## src/rtl/xop_unit.sv

```systemverilog
module xop_unit #(
  parameter int W    = 16,
  parameter int NREG = 8,
  parameter int NENT = 4,
  parameter int OPW  = 6,
  parameter int DW   = 4
) (
  input  logic             clk,
  input  logic             rst_n,
  input  logic             rf_we,
  input  logic [$clog2(NREG)-1:0] rf_waddr,
  input  logic [W-1:0]     rf_wdata,
  input  logic             iss_valid,
  input  logic [OPW-1:0]   iss_op,
  output logic             stall,
  output logic             res_valid,
  output logic [W-1:0]     res_data,
  output logic             rld_req,
  output logic [OPW-1:0]   rld_op,
  output logic [$clog2(NENT)-1:0] rld_slot,
  input  logic             rld_ack,
  input  logic [NREG-1:0]  rld_mask,
  input  logic [DW-1:0]    rld_depth
);
  localparam int RAW = $clog2(NREG);
  localparam int EW  = $clog2(NENT);
  localparam logic [DW-1:0] AMAX = {DW{1'b1}};

  logic [W-1:0]    regs    [NREG];
  logic [DW-1:0]   age     [NREG];
  logic [NENT-1:0] ent_v;
  logic [OPW-1:0]  ent_tag [NENT];
  logic [NREG-1:0] ent_mask[NENT];
  logic [DW-1:0]   ent_dep [NENT];
  logic [W-1:0]    esum    [NENT];
  logic [NENT-1:0] hit, rdy;
  logic            loading;
  logic [EW-1:0]   vptr;
  logic [OPW-1:0]  op_q;

  always_comb begin
    for (int e = 0; e < NENT; e++) begin
      hit[e]  = ent_v[e] && (ent_tag[e] == iss_op);
      rdy[e]  = 1'b1;
      esum[e] = '0;
      for (int r = 0; r < NREG; r++) begin
        if (ent_mask[e][r]) begin
          esum[e] = esum[e] + regs[r];
          if (age[r] < ent_dep[e] || (rf_we && rf_waddr == RAW'(r)))
            rdy[e] = 1'b0;
        end
      end
    end
  end

  always_comb begin
    res_data = '0;
    for (int e = 0; e < NENT; e++)
      if (hit[e]) res_data = res_data | esum[e];
  end

  assign res_valid = iss_valid && !loading && |(hit & rdy);
  assign stall     = iss_valid && !res_valid;
  assign rld_req   = loading;
  assign rld_op    = op_q;
  assign rld_slot  = vptr;

  always_ff @(posedge clk) begin
    if (!rst_n) begin
      for (int r = 0; r < NREG; r++) begin
        regs[r] <= '0;
        age[r]  <= AMAX;
      end
    end else begin
      for (int r = 0; r < NREG; r++) begin
        if (rf_we && rf_waddr == RAW'(r)) begin
          regs[r] <= rf_wdata;
          age[r]  <= '0;
        end else if (age[r] != AMAX) begin
          age[r] <= age[r] + 1'b1;
        end
      end
    end
  end

  always_ff @(posedge clk) begin
    if (!rst_n) begin
      ent_v   <= '0;
      loading <= 1'b0;
      vptr    <= '0;
      op_q    <= '0;
      for (int e = 0; e < NENT; e++) begin
        ent_tag[e]  <= '0;
        ent_mask[e] <= '0;
        ent_dep[e]  <= '0;
      end
    end else if (!loading) begin
      if (iss_valid && !(|hit)) begin
        loading <= 1'b1;
        op_q    <= iss_op;
      end
    end else if (rld_ack) begin
      loading        <= 1'b0;
      ent_v[vptr]    <= 1'b1;
      ent_tag[vptr]  <= op_q;
      ent_mask[vptr] <= rld_mask;
      ent_dep[vptr]  <= rld_depth;
      vptr           <= vptr + EW'(1);
    end
  end
endmodule

```

## config.mk

```make
export PLATFORM = sky130hd
export DESIGN_NAME = xop_unit
export DESIGN_NICKNAME = d
export VERILOG_FILES = /design/src/rtl/xop_unit.sv
export SDC_FILE = /design/constraint.sdc
export NUM_CORES = 2
export LEC_CHECK = 0
export ABC_AREA = 0
export BUFFER_PORTS_ARGS = -buffer_cell sky130_fd_sc_hd__buf_4
export CAP_MARGIN = 5
export CORE_MARGIN = 10
export CORE_UTILIZATION = 50
export CTS_CLUSTER_SIZE = 25
export DETAILED_ROUTE_END_ITERATION = 12
export MAX_ROUTING_LAYER = met4
export PLACE_DENSITY = 0.66
export REMOVE_ABC_BUFFERS = 1
export SYNTH_ARGS = -nofsm -noshare
export SYNTH_HDL_FRONTEND = slang
export SYNTH_SLANG_ARGS = --single-unit
```

## constraint.sdc

```tcl
create_clock -name clk -period 25.5 [get_ports clk]
set_clock_uncertainty 0.1 [all_clocks]
set_input_delay 2.55 -clock clk [delete_from_list [all_inputs] [get_ports clk]]
set_output_delay 2.55 -clock clk [all_outputs]
set_load 0.01 [all_outputs]
```

; Yosys cells after proc, flatten, opt, wreduce, memory -nomap -nowiden
; Memory sizes are Yosys's and may differ from the RTL's.
; Index checks and enable logic that the tools add are counted.
[op_classes]
n_eq_ne = 19
bitwise = 30
mux = 199
addsub = 37
reduce_logical = 60
n_lt_le_gt_ge = 34
[op_table]
columns = operator, count
row1 = $mux W16, 44
row2 = $add A16 B16 Y16, 28
row3 = $mux W1, 132
row4 = $lt A4 B4 Y1, 32
row5 = $mux W4, 17
row6 = $or A16 B16 Y16, 3
row7 = $add A4 B1 Y4 const B, 8
row8 = $logic_or A1 B1 Y1, 32
row9 = $ne A4 B4 Y1 const B, 8
row10 = $eq A6 B6 Y1, 4
row11 = $or A1 B1 Y1, 24
row12 = $logic_and A1 B1 Y1, 17
row13 = $eq A3 B3 Y1 const B, 4
row14 = $reduce_or A4 Y1, 3
row15 = $mux W8, 1
row16 = $reduce_or A8 Y1, 1
row17 = $eq A3 B2 Y1 const B, 2
row18 = $mux W2, 3
row19 = $mux W6, 1
row20 = $reduce_or A6 Y1, 1
row21 = $and A4 B4 Y4, 1
row22 = $or A4 B4 Y4, 1
row23 = $reduce_and A2 Y1, 2
row24 = $eq A3 B1 Y1 const B, 1
row25 = other kinds (7), 9
[totals]
mem_count = 5
out_inout_bits = 27
mem_bits_rw = 232
elab_cells = 388
input_bits = 42
regBits = 13
[memory_table]
columns = name, depth, width, rd, rd_clocked_by_memory_dff, write_ports, line_no
row1 = regs, 8, 16, 8, 0, 8, 29  ; logic [W-1:0] regs [NREG];
row2 = age, 8, 4, 8, 0, 8, 30  ; logic [DW-1:0] age [NREG];
row3 = ent_mask, 4, 8, 4, 0, 4, 33  ; logic [NREG-1:0] ent_mask[NENT];
row4 = ent_tag, 4, 6, 4, 0, 4, 32  ; logic [OPW-1:0] ent_tag [NENT];
row5 = ent_dep, 4, 4, 4, 0, 4, 34  ; logic [DW-1:0] ent_dep [NENT];

; Longest topological paths before layout
[depth]
depth_word = 24
mapped_depth = 59
mapped_depth_nobuf = 58

; Worst setup path before layout
; No wires, ideal clock.
[synth_path]
path_kind = flip-flop to output port
startpoint = memory ent_mask[2][0]
endpoint = output res_data[15]
path_stages_with_launch = 50
slack_ns = 12.881
arrival_ns = 9.969
n_path_buf = 0
path_cell_list = edfxtp_1 > and2_1 > ha_1 > inv_1 > fa_1 > nor2b_1 > o21a_1 > o21a_1 > o21ai_0 > a21boi_0 > o21a_1 > or3_1 > nand3_1 > ha_1 > a41oi_1 > o21ai_0 > a221oi_2 > xnor2_1 > [... 14 more ...] > ha_1 > or3b_2 > and3_1 > a21o_1 > ha_1 > and3_1 > o311a_1 > nor3_1 > mux2_2 > ha_1 > nand3_1 > a211oi_1 > nor3_1 > a311o_1 > xnor2_1 > and4_1 > nor3_1 > o211ai_1
[synth_lines]
columns = item, line_no
row1 = from (decl), 33
row2 = to (decl), 17  ; output logic [W-1:0] res_data,

==> qor.csv <==
metric;value;unit
final_cell_mix;ha_1, nor2_1, nand2_1, o21ai_0, a21oi_1;
tightest_slew;1175;ps
drtAntennaViolNets;0;
final_common_cell;ha_1;
port_buffers;68;
peakVddDrop;57.39;uV
fmax;0.06129;GHz
path_clk_slew;60;ps
drv.max_cap_violation_count;0;
fin_crit;16320;ps
setup_viol;0;
hold_ws;421.7;ps
cp-startpoint;ent_mask[1][0];
drtIter0Drc;3512;
hold_viol;0;
synthTopCellsByArea;edfxtp_1, ha_1, o21ai_0;
wirelength;127.4;mm
vias;34390;
yosysTopAreaCell;edfxtp_1;
synth_top_family_by_area;compound AO/OA/AOI/OAI gates;
cp_max_fo;17;
cts_hold_buffers;0;
grt_pass1_wl;192.4;mm
netlist_area;36830;um2
crit_arrival;13670;ps
cts-resized-gates;0;
start_kind;flip-flop;
synth-warning-count;0;
synth-seq-cells;245;
synthFlopType;edfxtp_1;
async_flop_share;0;%
final_nets;5146;
report.final.slew_viol_count;0;
cpMostUsedCell;ha_1;
cts_tree;yes;
power.leakage;17.38;nW
run_status;finished clean;
boundaryPins;69;
syn_to_final_growth;7.110;%
die_area;84910;um2
initial_core_util;50.48;%
final_util;54.07;%
cts_setup_buffers;0;
fin_crit_sh;63.98;%
muxShareOfSynthArea;5.439;%
die-width;291.4;um
worst-setup-path-type;reg2out;
grt.total_usage;29.57;%
viasPerCell;6.217;
critPathMaxStageDelay;860;ps
rsz0062_at_grt;no;
synth-xor-area-share;7.590;%
tns;0;ps
hold_start;ent_v[0];
ctsHtreeMaxLevel;2;
worstSetupEndpointType;output pin;
final_layout_size_suffix_gt1_share;7.681;%
drc;0;
clock_latency;570;ps
avgSynthCellArea;8.126;um2
synthAdderAreaFrac;19.56;%
drtPass1Iterations;6;
grt_pass1_vias;31790;
routabilityCongestion;0.9975;
numCtsBuffers;35;
r2r-start;ent_tag[0][0];
wl_per_cell;23.03;um
rows;99;
grt_max_degree;43;
power;0.003103;W
root_buffer;clkbuf_16;
chipHeight;291.4;um
synth_top_area_share;18.92;%
synth_cells;4532;
slowest_stage;edfxtp_1;
place_hpwl;103.0;mm
synth-seq-area-share;19.62;%
min_path_type;reg2reg;
clock-sinks;245;
yosys.area_share.simple;19.81;%
cp_data_required_time;22850;ps
ys_types;89;
cts.path.max_buffers;3;
slew_headroom;19.62;%
grt_overflow;0;
coreArea;72960;um2
synth_edf_count;232;
power.density;78.66;nW/um2
synth_compound_area_share;23.91;%
grt_antenna_before_repair;0;
[logic make-up after synthesis]
group	after synthesis
XOR/XNOR	308
adder cells (fa/ha/maj)	559
buffers and inverters	398
AND/OR/NAND/NOR	1490
flip-flops	245
AO/OA/AOI/OAI	1348
multiplexers	184
[final cells by class]
cell class                      instances  area (um2)
Fill cell                            6949       33510
Multi-Input combinational cell       3889       28150
Sequential cell                       245        7227
Tap cell                              959        1200
Inverter                              272        1021
Clock buffer                           42       922.1
Timing Repair Buffer                  102       763.2
Clock inverter                         20       162.7
Antenna cell                            2       5.005
[registers in the layout, indices dropped and copies added, names as in the netlist, 2 cells and up]
register,cells
age,32
ent_dep,16
ent_mask,32
ent_tag,24
ent_v,4
regs,128
rld_op,6
rld_slot,2
[worst paths after layout]
check	to	slack, ps	cells after the start
worst max-delay path	res_data[15]	9180	48
worst min-delay path	ent_v[0]	420	2
worst max register to register	rld_op[5]	22700	8
worst min register to register	ent_v[0]	420	2
[per-layer routing]
metal  vias to the layer above  wire length, um  track usage (%)
met5                         -                0                -
met4                         0             4556            9.208
met3                       235             8815            3.151
met2                      1320            56700            46.18
met1                     16100            57290            39.71
li1                      16730                -                -
[cell usage after synthesis, types with 9 or more instances]
cell and number:
nand2_1 365, mux2i_1 58, a21boi_0 41, o31a_1 9, a21oi_1 269, o21a_1 98, nand3_1 106, a21o_1 167
edfxtp_1 232, nor2b_1 97, nor2_1 385, a211o_1 22, nor4_1 14, fa_1 28, nand2b_1 90, xor2_1 115
a221oi_1 11, xnor2_1 186, nand4_1 27, o31ai_1 36, nor3_1 102, nand3b_1 18, o21bai_1 20, o311ai_0 9
a221o_1 9, nor3b_1 17, or2_2 18, or3_1 34, a31oi_1 44, a31o_2 18, and3_1 41, mux2_2 125
a211oi_1 65, a22oi_1 14, clkbuf_1 119, dfxtp_1 13, o211ai_1 30, ha_1 531, o21ai_0 364, inv_1 266
o2111ai_1 11, and2_1 144
[power breakdown]
group / switching [W] / internal [W] / leakage, nW / total (W)
logic: 0.00117 / 0.000868 / 14.5 / 0.00204
clock network: 0.000210 / 0.000270 / 0.520 / 0.000480
registers: 0.0000844 / 0.000499 / 2.38 / 0.000583
total: 0.00147 / 0.00164 / 17.4 / 0.00310
[worst max-delay path, delay by kind of cell (launching register included)]
kind / cells / cell delay, ps
xor+xnor: 8 / 1330
fa+ha+maj: 8 / 2620
simple gates: 8 / 1380
mux: 6 / 1830
buf+inv: 3 / 320
compound gates: 15 / 4740
flops: 1 / 860
[per-stage QoR]
stage	setup WS [ps]	area (um2)	std cells
6_report	9184	39450	5531
5_1_grt	8770	39440	5529
3_5_place_dp	10270	38350	5466
2_1_floorplan	12730	36350	4406
3_3_place_gp	10100	38350	5466
4_1_cts	9591	39440	5528
Note: power is estimated with default switching activity, not from simulation.
